## src/rtl/scan_seq_pkg.sv

```systemverilog
package scan_seq_pkg;

    localparam int PHYS_W = 3;
    localparam int GAIN_W = 2;

    typedef enum logic [1:0] {
        PH_STROBE = 2'd0,
        PH_CONV   = 2'd1,
        PH_CAL    = 2'd2
    } phase_e;

    // bit 5 bipolar, bits 4:3 gain code, bits 2:0 physical input
    typedef struct packed {
        logic              bipolar;
        logic [GAIN_W-1:0] gain;
        logic [PHYS_W-1:0] phys;
    } slot_cfg_t;

    localparam int CFG_W = $bits(slot_cfg_t);

endpackage

```

## src/rtl/scan_clkdiv.sv

```systemverilog
module scan_clkdiv #(
    parameter  int DIV = 6,
    localparam int CW  = (DIV > 1) ? $clog2(DIV) : 1
) (
    input  logic clk,
    input  logic rst,
    output logic tick
);

    typedef struct packed {
        logic [CW-1:0] cnt;
    } div_state_t;

    div_state_t st_d, st_q;

    always_comb begin
        st_d = st_q;
        if (st_q.cnt == CW'(DIV - 1)) begin
            st_d.cnt = '0;
        end else begin
            st_d.cnt = st_q.cnt + 1'b1;
        end
        if (rst) begin
            st_d.cnt = '0;
        end
    end

    always_ff @(posedge clk) begin
        st_q <= st_d;
    end

    assign tick = (st_q.cnt == CW'(DIV - 1));

endmodule

```

## src/rtl/scan_cfg_regs.sv

```systemverilog
module scan_cfg_regs
    import scan_seq_pkg::*;
#(
    parameter  int NUM_SLOTS = 8,
    localparam int AW        = (NUM_SLOTS > 1) ? $clog2(NUM_SLOTS) : 1,
    localparam int WA_W      = AW + 1,
    localparam int CNT_W     = AW + 1
) (
    input  logic             clk,
    input  logic             rst,
    input  logic             wr_en,
    input  logic [WA_W-1:0]  wr_addr,
    input  logic [CFG_W-1:0] wr_data,
    input  logic [AW-1:0]    rd_idx,
    output slot_cfg_t        rd_cfg,
    output logic [CNT_W-1:0] scan_len
);

    typedef struct packed {
        slot_cfg_t [NUM_SLOTS-1:0] ent;
        logic [CNT_W-1:0]          len;
    } regs_t;

    regs_t st_d, st_q;
    logic [NUM_SLOTS-1:0] ent_hit;
    logic                 len_hit;

    // one decoder per slot entry
    for (genvar g = 0; g < NUM_SLOTS; g++) begin : g_dec
        assign ent_hit[g] = wr_en && (wr_addr == WA_W'(g));
    end
    assign len_hit = wr_en && (wr_addr == WA_W'(NUM_SLOTS));

    always_comb begin
        st_d = st_q;
        for (int i = 0; i < NUM_SLOTS; i++) begin
            if (ent_hit[i]) begin
                st_d.ent[i] = slot_cfg_t'(wr_data);
            end
        end
        if (len_hit) begin
            st_d.len = wr_data[CNT_W-1:0];
        end
        if (rst) begin
            st_d = '0;
        end
    end

    always_ff @(posedge clk) begin
        st_q <= st_d;
    end

    // effective length: 0 reads as 1, oversize saturates
    always_comb begin
        if (st_q.len == '0) begin
            scan_len = CNT_W'(1);
        end else if (st_q.len > CNT_W'(NUM_SLOTS)) begin
            scan_len = CNT_W'(NUM_SLOTS);
        end else begin
            scan_len = st_q.len;
        end
    end

    assign rd_cfg = st_q.ent[rd_idx];

endmodule

```

## src/rtl/scan_phase_fsm.sv

```systemverilog
module scan_phase_fsm
    import scan_seq_pkg::*;
#(
    parameter  int NUM_SLOTS    = 8,
    parameter  int STROBE_SHORT = 54,
    parameter  int STROBE_LONG  = 201,
    localparam int AW           = (NUM_SLOTS > 1) ? $clog2(NUM_SLOTS) : 1,
    localparam int CNT_W        = AW + 1,
    localparam int LMAX         = (STROBE_LONG > STROBE_SHORT) ? STROBE_LONG : STROBE_SHORT,
    localparam int TW           = $clog2(LMAX + 1)
) (
    input  logic             clk,
    input  logic             rst,
    input  logic             lnr_mode,
    input  logic             conv_done,
    input  logic             cal_done,
    input  logic [CNT_W-1:0] scan_len,
    input  slot_cfg_t        next_cfg,
    output logic [AW-1:0]    next_slot,
    output phase_e           phase,
    output logic [AW-1:0]    slot,
    output slot_cfg_t        cfg
);

    typedef struct packed {
        phase_e        phase;
        logic [AW-1:0] slot;
        logic [TW-1:0] tmr;
        slot_cfg_t     cfg;
    } seq_state_t;

    seq_state_t       st_d, st_q;
    logic [CNT_W-1:0] slot_inc;
    logic [TW-1:0]    hold_load;

    always_comb begin
        slot_inc  = {1'b0, st_q.slot} + CNT_W'(1);
        next_slot = (slot_inc >= scan_len) ? '0 : slot_inc[AW-1:0];
        hold_load = lnr_mode ? TW'(STROBE_LONG - 1) : TW'(STROBE_SHORT - 1);
    end

    always_comb begin
        st_d = st_q;
        case (st_q.phase)
            PH_STROBE: begin
                if (st_q.tmr == '0) begin
                    st_d.phase = PH_CONV;
                end else begin
                    st_d.tmr = st_q.tmr - 1'b1;
                end
            end
            PH_CONV: begin
                if (conv_done) begin
                    st_d.phase = PH_CAL;
                end
            end
            PH_CAL: begin
                if (cal_done) begin
                    st_d.phase = PH_STROBE;
                    st_d.slot  = next_slot;
                    st_d.tmr   = hold_load;
                    st_d.cfg   = next_cfg;
                end
            end
            default: begin
                st_d.phase = PH_STROBE;
            end
        endcase
        if (rst) begin
            st_d.phase = PH_STROBE;
            st_d.slot  = '0;
            st_d.tmr   = hold_load;
            st_d.cfg   = '0;
        end
    end

    always_ff @(posedge clk) begin
        st_q <= st_d;
    end

    assign phase = st_q.phase;
    assign slot  = st_q.slot;
    assign cfg   = st_q.cfg;

endmodule

```

## src/rtl/scan_sequencer.sv

```systemverilog
module scan_sequencer
    import scan_seq_pkg::*;
#(
    parameter  int NUM_SLOTS    = 8,
    parameter  int STROBE_SHORT = 54,
    parameter  int STROBE_LONG  = 201,
    parameter  int SAMPLE_DIV   = 6,
    localparam int AW           = (NUM_SLOTS > 1) ? $clog2(NUM_SLOTS) : 1,
    localparam int WA_W         = AW + 1,
    localparam int CNT_W        = AW + 1
) (
    input  logic              clk,
    input  logic              rst,
    input  logic              wr_en,
    input  logic [WA_W-1:0]   wr_addr,
    input  logic [CFG_W-1:0]  wr_data,
    input  logic              lnr_mode,
    input  logic              conv_done,
    input  logic              cal_done,
    output logic              mux_strobe,
    output logic              conv_busy,
    output logic              cal_busy,
    output logic [AW-1:0]     chan_addr,
    output logic [PHYS_W-1:0] phys_chan,
    output logic [GAIN_W-1:0] gain_code,
    output logic              bipolar,
    output logic              sample_en
);

    logic [CNT_W-1:0] scan_len;
    logic [AW-1:0]    next_slot;
    slot_cfg_t        next_cfg;
    slot_cfg_t        act_cfg;
    phase_e           phase;

    scan_cfg_regs #(
        .NUM_SLOTS (NUM_SLOTS)
    ) u_regs (
        .clk      (clk),
        .rst      (rst),
        .wr_en    (wr_en),
        .wr_addr  (wr_addr),
        .wr_data  (wr_data),
        .rd_idx   (next_slot),
        .rd_cfg   (next_cfg),
        .scan_len (scan_len)
    );

    scan_phase_fsm #(
        .NUM_SLOTS    (NUM_SLOTS),
        .STROBE_SHORT (STROBE_SHORT),
        .STROBE_LONG  (STROBE_LONG)
    ) u_fsm (
        .clk       (clk),
        .rst       (rst),
        .lnr_mode  (lnr_mode),
        .conv_done (conv_done),
        .cal_done  (cal_done),
        .scan_len  (scan_len),
        .next_cfg  (next_cfg),
        .next_slot (next_slot),
        .phase     (phase),
        .slot      (chan_addr),
        .cfg       (act_cfg)
    );

    scan_clkdiv #(
        .DIV (SAMPLE_DIV)
    ) u_div (
        .clk  (clk),
        .rst  (rst),
        .tick (sample_en)
    );

    assign mux_strobe = (phase == PH_STROBE);
    assign conv_busy  = (phase == PH_CONV);
    assign cal_busy   = (phase == PH_CAL);
    assign phys_chan  = act_cfg.phys;
    assign gain_code  = act_cfg.gain;
    assign bipolar    = act_cfg.bipolar;

endmodule

```

## config.mk

```make
export PLATFORM = sky130hd
export DESIGN_NAME = scan_sequencer
export DESIGN_NICKNAME = d
export VERILOG_FILES = /design/src/rtl/scan_seq_pkg.sv /design/src/rtl/scan_clkdiv.sv /design/src/rtl/scan_cfg_regs.sv /design/src/rtl/scan_phase_fsm.sv /design/src/rtl/scan_sequencer.sv
export SDC_FILE = /design/constraint.sdc
export NUM_CORES = 1
export LEC_CHECK = 0
export BUFFER_PORTS_ARGS = -buffer_cell sky130_fd_sc_hd__buf_2
export CORE_ASPECT_RATIO = 0.8
export CORE_MARGIN = 4
export CORE_UTILIZATION = 54
export DETAILED_ROUTE_END_ITERATION = 7
export PLACE_DENSITY = 0.73
export RECOVER_POWER = 25
export SETUP_SLACK_MARGIN = 0.2
export SLEW_MARGIN = 25
export SYNTH_ARGS = -nofsm -noshare
export SYNTH_HDL_FRONTEND = slang
export SYNTH_HIERARCHICAL = 1
export SYNTH_SLANG_ARGS = --single-unit
```

## constraint.sdc

```tcl
create_clock -name clk -period 2.84 [get_ports clk]
set_clock_uncertainty 0.2 [all_clocks]
set_input_delay 0.142 -clock clk [delete_from_list [all_inputs] [get_ports clk]]
set_output_delay 0.142 -clock clk [all_outputs]
set_load 0.01 [all_outputs]
```

After elaboration in Yosys (flattened, before gate mapping) --
Index checks and enable logic that the tools add are counted.
Word-level totals: register bits after elaboration 74
Operators by class: mux-type cells 14, reduce and logical (&&, ||, !) cells 18, order comparisons 3, eq/ne operators 16, $add $sub $neg 3
Operators with widths (number):
- $mux 19 | 1
- $bmux 6 s3 | 1
- $eq 4x3->1 const B | 4
- $mux 8 | 2
- $pmux 8 s2 | 1
- $mux 14 | 1
- $mux 6 | 2
- $logic_and 1x1->1 | 9
- $eq 4x2->1 const B | 2
- $logic_not 4->1 | 2
- $logic_not 8->1 | 1
- $mux 4 | 2
- $sub 8x1->8 const B | 1
- $ne 3x3->1 const B | 2
- $pmux 2 s3 | 1
- $reduce_and 3->1 | 2
- $add 3x1->4 const B | 1
- $eq 4x1->1 const B | 1
- $eq 4x4->1 const B | 1
- $ge 4x4->1 | 1
- $gt 4x4->1 const B | 1
- $lt 3x4->1 const B | 1
- $mux 2 | 2
- $ne 2x2->1 const B | 2
- other kinds (10) | 10

Longest topological paths before layout --
Gate-level depths: netlist of run 1.
depth in word-level cells 10, gate-level depth with buffers 12, gate-level depth less buffers 11

By module --
Netlist of run 1, hierarchy kept.
By module, submodules not included:
- scan_cfg_regs | seq. area each 1041.0 sq um, times used 1, area an instance 2501.1 sq um, cells each 218
- scan_phase_fsm | seq. area each 460.4 sq um, times used 1, area an instance 1102.3 sq um, cells each 121
- scan_clkdiv | seq. area each 60.1 sq um, times used 1, area an instance 133.9 sq um, cells each 13
- scan_sequencer | seq. area each 0.0 sq um, times used 1, area an instance 18.8 sq um, cells each 3

Worst setup path before layout of run 1 --
No wires, ideal clock.
path type register -> register, start point register u_fsm.st_q (netlist bit u_fsm/slot[0]), end point register u_fsm.st_q (netlist bit u_fsm/cfg[2]), cell stages (with the launch flop) 11, setup slack -141 ps, setup time 132 ps, buffers on the path 1, arrival time 2649 ps, period minus slack after synthesis 2981 ps, path through dfxtp_1 ha_1 xor2_1 ha_1 o21ai_0 o211a_1 buf_6 mux4_1 mux2_2 nand2_1 a21oi_1
RTL lines:
- start, declared | line scan_phase_fsm.sv:32 | seq_state_t st_d, st_q;
- start signal, assigned | line scan_phase_fsm.sv:78 | st_q <= st_d;

==> impl_metrics.csv, run 1 <==
group,metric,value,unit
clock_tree,numCtsBuffers,9,
floorplanning,core,6570,um2
floorplanning,initial_core_util,0.572,
synth,yosys_warnings,6,
final_layout,drive_gt1_frac,0.250,
routing,wirelength,7.81,mm
routing,drtPass1Iterations,4,
grt,grtUsageTotal,0.207,
place,post-dp-hpwl,5.33,mm
setup_path,crit_fanout,8,
power,ir_drop,0.000279,V
routing,post-route-drc-count,0,
floorplanning,rows,26,
clock_tree,cts_buffer_depth,2,
status,status,"completed",
routing,antenna_left,0,
clock_tree,cts-root-buf,"clkbuf_8",
setup_path,r2r_cells,10,
routing,dr_total_vias,2571,
timing,worstMarginPinSlew,0.749,ns
power,p_leak,1.93,nW
final_layout,layout_common_cells,"dfxtp_1, nand2b_1, mux2i_1",
routing,viasPerCell,5.45,
timing,hold_slack,0.0134,ns
clock_tree,h-tree-depth,3,
setup_path,crit_arrival,2.81,ns
floorplanning,fp.dieH,82.6,um
final_layout,areaGrowthSynthToFinish,14.3,%
routing,drt_iter0_markers,138,
timing,post-route-min-period,2.78,ns
place,pre_cts_ws,-0.0109,ns
clock_tree,numClockSinks,74,
power,p_per_area,519,nW/um2
floorplanning,die-area,8360,um2
synth,synth_top_area_frac,0.352,
setup_path,crit_type,"register to register",
worst_hold_path,holdCritPathClass,"input pin to register",
grt,grt_overflow,0,
grt,grt_pass1_wl,13.1,mm
setup_path,required,2.86,ns
timing,post-route-period-util,0.980,
synth,syn-cell-area,3760,um2
synth,yosysSeqAreaShare,0.416,
synth,synth_area_leader_cell,"dfxtp_1",
grt,antenna_found_initial,0,
timing,setup_tns,0,ns
final_layout,fin_nets,407,
clock_tree,cts_tree,"done",
synth,syn_nets,379,
floorplanning,die_x,101,um
timing,rsz0062_at_grt,"true",
timing,setup_viol,0,
clock_tree,clkTransAtPathRegs,0.08,ns
timing,slew_violations,0,
timing,fmax,359,MHz
place,gp_routability_congestion,0.763,
flow_run,cap_violations,0,
synth,ys_types,43,
setup_path,cp-start-kind,"register",
grt,grt_max_degree,28,
grt,grt_pass1_vias,2595,
synth,synth_cells,355,
timing,relSlewSlack,0.500,
routing,routedWlPerCell,16.6,um
synth,synth_area_per_cell,10.6,um2
synth,ys_ff_latch,74,
timing,setup_ws,0.0572,ns
timing,finalHoldViolations,0,
worst_hold_path,hold_depth,2,
place,io_buffer_count,28,
clock_tree,clk_latency,0.35,ns
floorplanning,io_pins,29,
synth,synth_area_leaders,"dfxtp_1, mux2i_1, nand2b_1",
final_layout,layout.cells.most_common,"dfxtp_1",
final_layout,n_antenna_cell,0,
setup_path,worstSetupEndpointType,"register",
## flip-flops by register name, summed over array words and instances, names as in the netlist
signal       cells
u_div/st_q       3
u_fsm/phase      2
u_fsm/cfg        6
u_regs/st_q     52
u_fsm/st_q       8
u_fsm/slot       3
## metal layers
metal,wire length [um],part of all wire,GRT usage
met1,3730,0.48,0.282
met2,3460,0.44,0.322
met3,519,0.066,0.0495
met4,101,0.013,0.0757
met5,0,0,0
## cell families (layout without fill, tap and decap cells)
logic type,after synthesis,after routing,synth area share
simple gates,126,126,0.194
compound gates,31,31,0.0526
xor+xnor,7,7,0.0163
mux,70,70,0.241
flops,74,74,0.416
fa+ha+maj,8,8,0.0266
buf+inv,39,72,0.0540
## through the flow
| step | area (um2) | instances | utilization | total power, W |
|---|---|---|---|---|
| 5_1_grt | 4290 | 472 | 0.653 | 0.00232 |
| 6_report | 4290 | 472 | 0.653 | 0.00223 |
| 3_5_place_dp | 3980 | 447 | 0.606 | 0.00135 |
| 4_1_cts | 4270 | 470 | 0.649 | 0.00225 |
| 2_1_floorplan | 3800 | 355 | - | 0.00129 |
| 3_3_place_gp | 3980 | 447 | 0.605 | 0.00134 |
## final cells by class
class | instances | area (um2)
fillers | 505 | 2280
multi-input cells | 242 | 2050
flip-flops and latches | 74 | 1570
repair buffers | 47 | 318
clock buffers | 10 | 138
well taps | 84 | 105
clock inverters | 6 | 80.1
inverters | 9 | 33.8
## where the power goes
group          internal, W  switching (W)
combinational    0.0000919      0.0000924
sequential         0.00110      0.0000411
clock             0.000511       0.000387
## cells in the mapped netlist, drive strengths merged
cell type	instances
a211oi	1
a21o	2
a21oi	9
a31o	1
and2	2
and2b	1
and3	3
and3b	1
buf	16
clkbuf	14
dfxtp	66
edfxtp	8
ha	8
inv	9
mux2	6
mux2i	52
mux4	12
nand2	23
nand2b	62
nand3	2
nand3b	2
nand4b	1
nor2	15
nor2b	6
nor3	2
nor3b	3
nor4	1
o211a	2
o211ai	1
o21ai	11
o221ai	1
o22a	1
o311ai	1
o31a	1
or3b	1
or4	1
xnor2	5
xor2	2
## worst max-delay path, stage by stage, from the launching register on
cell	delay (ns)
dfxtp_4	0.37
ha_4	0.17
xor2_2	0.15
ha_1	0.30
o21ai_2	0.17
o211a_1	0.25
buf_12	0.15
mux4_2	0.50
mux2_4	0.28
nand2_2	0.06
a21oi_2	0.05
## final timing paths
check / startpoint / endpoint / slack [ns]
min: rst / u_fsm/cfg[3] / 0.01
max: u_fsm/slot[0] / u_fsm/cfg[2] / 0.06
max reg2reg: u_fsm/slot[0] / u_fsm/cfg[2] / 0.06
min reg2reg: u_div/st_q[0] / u_div/st_q[0] / 0.25
## timing repair
item | 4_1_cts | 5_1_grt
endpoints found under the hold margin | 2 | 0
gates resized for setup | 8 | 4
setup endpoints to repair | 6 | 6
hold buffers | 4 | 0
pin swaps | 6 | 4
buffers inserted | 3 | 2
(Power assumes the default switching activity.)
==> inputs of run 2 (changes only) <==
--- a/config.mk
+++ b/config.mk
@@ -10,6 +10,7 @@
 export CORE_MARGIN = 4
 export CORE_UTILIZATION = 54
 export DETAILED_ROUTE_END_ITERATION = 7
+export MAX_ROUTING_LAYER = met4
 export PLACE_DENSITY = 0.73
 export RECOVER_POWER = 25
 export SETUP_SLACK_MARGIN = 0.2
==> run 2 against run 1 <==
Effect of this change: worst hold slack improved by 0.0079 ns; critical path depth did not move; register-to-register slack barely moved; final cell count did not move.
==> impl_metrics.csv, run 2 (synthesized netlist as in run 1, its figures left out) <==
group,metric,value,unit
final_layout,layout_common_cells,"dfxtp_1, nand2b_1, mux2i_1",
routing,dr_total_vias,2578,
grt,grt_pass1_wl,13.1,mm
clock_tree,cts_buffer_depth,2,
timing,worstMarginPinSlew,0.747,ns
timing,setup_viol,0,
grt,grt_pass1_vias,2596,
timing,post-route-period-util,0.981,
setup_path,required,2.87,ns
routing,viasPerCell,5.46,
clock_tree,numCtsBuffers,9,
grt,antenna_found_initial,0,
final_layout,largest_register_ffs,52,
setup_path,crit_type,"register to register",
grt,grt_max_degree,28,
final_layout,areaGrowthSynthToFinish,14.3,%
timing,slew_violations,0,
timing,fmax,359,MHz
final_layout,stdcell_area,4290,um2
power,ir_drop,0.000280,V
setup_path,cp_cell_sequence,"ha_4 -> xor2_2 -> ha_1 -> o21ai_2 -> o211a_1 -> buf_12 -> mux4_2 -> mux2_4 -> nand2_2 -> a21oi_2",
grt,grtUsageTotal,0.213,
place,placed_area,3980,um2
setup_path,worstSetupEndpointType,"register",
power,p_leak,1.93,nW
place,io_buffer_count,28,
clock_tree,cts-root-buf,"clkbuf_8",
clock_tree,cts_tree,"done",
timing,relSlewSlack,0.501,
place,gp_routability_congestion,0.773,
timing,finalHoldViolations,0,
timing,rsz0062_at_grt,"true",
final_layout,final_util,0.653,
setup_path,crit_fanout,8,
floorplanning,fp.dieH,82.6,um
floorplanning,initial_core_util,0.572,
setup_path,cp-start-kind,"register",
routing,drt_iter0_markers,140,
routing,post-route-drc-count,0,
clock_tree,clk_latency,0.35,ns
setup_path,cp_top_family,"multiplexers",
setup_path,crit_buf_inv,1,
routing,routedWlPerCell,16.5,um
flow_run,cap_violations,0,
routing,wirelength,7.80,mm
floorplanning,die_x,101,um
floorplanning,core,6570,um2
status,status,"completed",
clock_tree,numClockSinks,74,
setup_path,crit_arrival,2.82,ns
timing,post-route-min-period,2.78,ns
timing,setup_tns,0,ns
power,p_per_area,519,nW/um2
place,post-dp-hpwl,5.33,mm
routing,antenna_left,0,
setup_path,max_stage_delay,0.53,ns
clock_tree,h-tree-depth,3,
floorplanning,die-area,8360,um2
routing,drtPass1Iterations,5,
floorplanning,io_pins,29,
worst_hold_path,holdCritPathClass,"input pin to register",
grt,grt_overflow,0,
floorplanning,rows,26,
clock_tree,clkTransAtPathRegs,0.08,ns
final_layout,fin_nets,407,
final_layout,drive_gt1_frac,0.250,
final_layout,layout.cells.most_common,"dfxtp_1",
final_layout,nFillCells,505,
timing,hold_slack,0.0213,ns
final_layout,n_antenna_cell,0,
final_layout,regMostFlops,"u_regs/st_q",
power,total_power,0.00223,W
setup_path,crit_path_top_delay_cell,"mux4_2",
run 2: cell counts in the layout (fill, tap and decap cells not counted):
Identical to the previous run, type by type.
run 2: routing by layer:
metal	wire (um)	up-vias	track usage
met1	3830	1240	0.283
met2	3490	61	0.322
met3	394	7	0.0479
met5	0	-	-
li1	-	1270	-
met4	72	0	0.0757
run 2: cell type report:
class	count	area (um2)	area share
multi-input cells	242	2050	0.477
flip-flops and latches	74	1570	0.365
repair buffers	47	318	0.0740
clock buffers	10	138	0.0321
well taps	84	105	0.0245
clock inverters	6	80.1	0.0187
inverters	9	33.8	0.00787
run 2: timing repair:
item,4_1_cts,5_1_grt
pin swaps,6,4
setup endpoints to repair,6,6
buffers inserted,3,2
hold endpoints to repair,2,0
resized for setup,8,4
hold buffers,4,0
run 2: stage by stage:
stage                     instances  setup slack, ns
after floorplan                 355            0.133
after global placement          447           0.0774
after detailed placement        447          -0.0109
after CTS                       470           0.0131
after global routing            472          -0.0391
final                           472           0.0552
run 2: worst register-to-register path, cell delays in order, from the launching register on:
cell,delay (ns)
dfxtp_4,0.37
ha_4,0.17
xor2_2,0.15
ha_1,0.30
o21ai_2,0.17
o211a_1,0.23
buf_12,0.14
mux4_2,0.54
mux2_4,0.29
nand2_2,0.06
a21oi_2,0.05
run 2: final timing paths:
kind                                      end     startpoint  slack, ns  cells after the start
worst max-delay path             u_fsm/cfg[3]  u_fsm/slot[0]       0.06                     10
worst min-delay path             u_fsm/cfg[3]            rst       0.02                      2
worst max register to register   u_fsm/cfg[3]  u_fsm/slot[0]       0.06                     10
worst min register to register  u_div/st_q[0]  u_div/st_q[0]       0.25                      1
run 2: where the power goes:
part / leakage (nW) / switching [W] / internal [W] / total (W)
clock network: 0.107 / 0.000389 / 0.000511 / 0.000900
logic: 1.21 / 0.0000929 / 0.0000920 / 0.000185
registers: 0.621 / 0.0000409 / 0.00110 / 0.00114
total: 1.93 / 0.000523 / 0.00171 / 0.00223
==> inputs of run 3 (changes only) <==
--- a/config.mk
+++ b/config.mk
@@ -8,10 +8,11 @@
 export BUFFER_PORTS_ARGS = -buffer_cell sky130_fd_sc_hd__buf_2
 export CORE_ASPECT_RATIO = 0.8
 export CORE_MARGIN = 4
-export CORE_UTILIZATION = 54
+export CORE_UTILIZATION = 56
+export CTS_BUF_LIST = sky130_fd_sc_hd__clkbuf_2 sky130_fd_sc_hd__clkbuf_4 sky130_fd_sc_hd__clkbuf_8
 export DETAILED_ROUTE_END_ITERATION = 7
 export MAX_ROUTING_LAYER = met4
-export PLACE_DENSITY = 0.73
+export PLACE_DENSITY = 0.75
 export RECOVER_POWER = 25
 export SETUP_SLACK_MARGIN = 0.2
 export SLEW_MARGIN = 25
==> run 3 against run 2 <==
Effect of this change: final cell count is the same; cell area fell by 1.3%; sequential power about the same; routed wire length is 0.47% lower; sequential share of layout area is 0.47 points higher; die area decreased by 3.3%; critical path depth up 2; global-route usage fell by 0.084 points; maximum frequency decreased by 1.8%; core utilization grew 0.43 points; first-iteration DRC count decreased by 54%; sequential cell count did not move; largest power group unchanged.
==> impl_metrics.csv, run 3 (synthesized netlist as in run 1, its figures left out) <==
group,metric,value,unit
status,status,"completed",
place,pre_cts_ws,0.0222,ns
clock_tree,cts-root-buf,"clkbuf_8",
final_layout,largest_register_ffs,52,
grt,grt_max_degree,45,
routing,dr_total_vias,2593,
timing,setup_tns,0,ns
final_layout,areaGrowthSynthToFinish,12.8,%
clock_tree,numCtsBuffers,9,
timing,relSlewSlack,0.557,
final_layout,final_util,0.658,
setup_path,cp-start-kind,"register",
clock_tree,cts_buffer_depth,2,
final_layout,nFillCells,501,
power,intPower,0.00164,W
power,p_sw_frac,0.239,
timing,finalHoldViolations,0,
floorplanning,die-area,8090,um2
timing,post-route-period-util,0.998,
final_layout,n_antenna_cell,0,
power,clockPowerShare,0.386,
worst_hold_path,holdCritPathClass,"input pin to register",
setup_path,worstSetupEndpointType,"register",
place,io_buffer_count,28,
setup_path,crit_fanout,8,
final_layout,layout.cells.most_common,"dfxtp_1",
power,p_leak,1.91,nW
timing,fmax,353,MHz
routing,viasPerCell,5.49,
routing,post-route-drc-count,0,
routing,drtPass1Iterations,6,
routing,antenna_left,0,
timing,rsz0062_at_grt,"true",
routing,wirelength,7.76,mm
timing,setup_viol,0,
final_layout,layout_common_cells,"dfxtp_1, nand2b_1, mux2i_1",
place,gp_routability_congestion,0.778,
timing,setup_ws,0.00484,ns
place,place_inst,449,
timing,worstMarginPinSlew,0.665,ns
floorplanning,initial_core_util,0.583,
power,total_power,0.00216,W
clock_tree,h-tree-depth,3,
floorplanning,fp.dieH,81.3,um
routing,routedWlPerCell,16.4,um
grt,grtUsageTotal,0.212,
grt,grt_pass1_vias,2568,
power,ir_drop,0.000298,V
power,p_seq_frac,0.530,
floorplanning,io_pins,29,
final_layout,regMostFlops,"u_regs/st_q",
grt,grt_pass1_wl,12.8,mm
setup_path,crit_type,"register to register",
final_layout,stdcell_count,472,
clock_tree,clkTransAtPathRegs,0.08,ns
grt,grt_overflow,0,
grt,antenna_found_initial,0,
routing,drt_iter0_markers,64,
flow_run,cap_violations,0,
floorplanning,rows,26,
power,p_switching,0.000515,W
setup_path,crit_arrival,2.84,ns
final_layout,drive_gt1_frac,0.232,
power,p_per_area,510,nW/um2
clock_tree,cts_tree,"done",
floorplanning,core,6440,um2
clock_tree,clk_latency,0.35,ns
timing,slew_violations,0,
timing,post-route-min-period,2.84,ns
clock_tree,numClockSinks,74,
final_layout,fin_nets,407,
power,combPwrFrac,0.084,
floorplanning,die_x,99.6,um
setup_path,required,2.85,ns
place,post-dp-hpwl,5.41,mm
[run 3: metrics by stage]
stage          hold slack, ns  area, um2
2_1_floorplan         0.00444       3800
3_3_place_gp            0.233       3990
3_5_place_dp            0.249       3990
4_1_cts              0.000969       4240
5_1_grt                0.0140       4240
6_report               0.0293       4240
[run 3: cell type report]
cell class                      count  area [um2]  share of cell area
Tap cell                           84         105              0.0248
Sequential cell                    74        1570               0.370
Clock buffer                       11         151              0.0357
Clock inverter                      5        52.6              0.0124
Multi-Input combinational cell    242        2020               0.477
Inverter                            9        33.8             0.00798
Timing Repair Buffer               47         307              0.0724
[run 3: metal layers]
metal	GRT usage	wire, um	up-vias
li1	-	-	1273
met2	0.324	3440	62
met3	0.0712	456	12
met1	0.272	3780	1246
met5	-	0	-
met4	0.0573	86	0
[run 3: power groups by stage]
| stage | sequential (W) | clock, W | combinational, W |
|---|---|---|---|
| after detailed placement | 0.00117 | 0 | 0.000179 |
| after CTS | 0.00114 | 0.000852 | 0.000182 |
| final | 0.00114 | 0.000833 | 0.000181 |
| after floorplan | 0.00116 | 0 | 0.000136 |
| after global placement | 0.00117 | 0 | 0.000175 |
| after global routing | 0.00115 | 0.000900 | 0.000201 |
[run 3: worst max-delay path, stage by stage (launching register included)]
cell      delay, ns
dfxtp_2        0.33
nor2_2         0.09
nor2_1         0.04
nor2_1         0.09
ha_1           0.24
nand2b_4       0.15
a211oi_4       0.26
o211a_1        0.24
buf_12         0.14
mux4_2         0.51
mux2_4         0.29
nand2_2        0.06
a21oi_1        0.06
[run 3: repair_timing]
| item | in CTS | in global routing |
|---|---|---|
| resized for setup | 2 | 5 |
| endpoints found under the setup margin | 6 | 6 |
| pin swaps | 0 | 5 |
| hold buffers | 2 | 0 |
| setup buffers | 4 | 1 |
| endpoints found under the hold margin | 1 | 0 |
[run 3: worst paths after layout]
| check | startpoint | cells past startpoint | slack [ns] | end |
|---|---|---|---|---|
| worst max-delay path | u_regs/st_q[2] | 12 | 0.005 | u_fsm/cfg[3] |
| worst min register to register | u_div/st_q[0] | 1 | 0.26 | u_div/st_q[0] |
| worst min-delay path | conv_done | 4 | 0.03 | u_fsm/phase[0] |
| worst max register to register | u_regs/st_q[2] | 12 | 0.005 | u_fsm/cfg[3] |
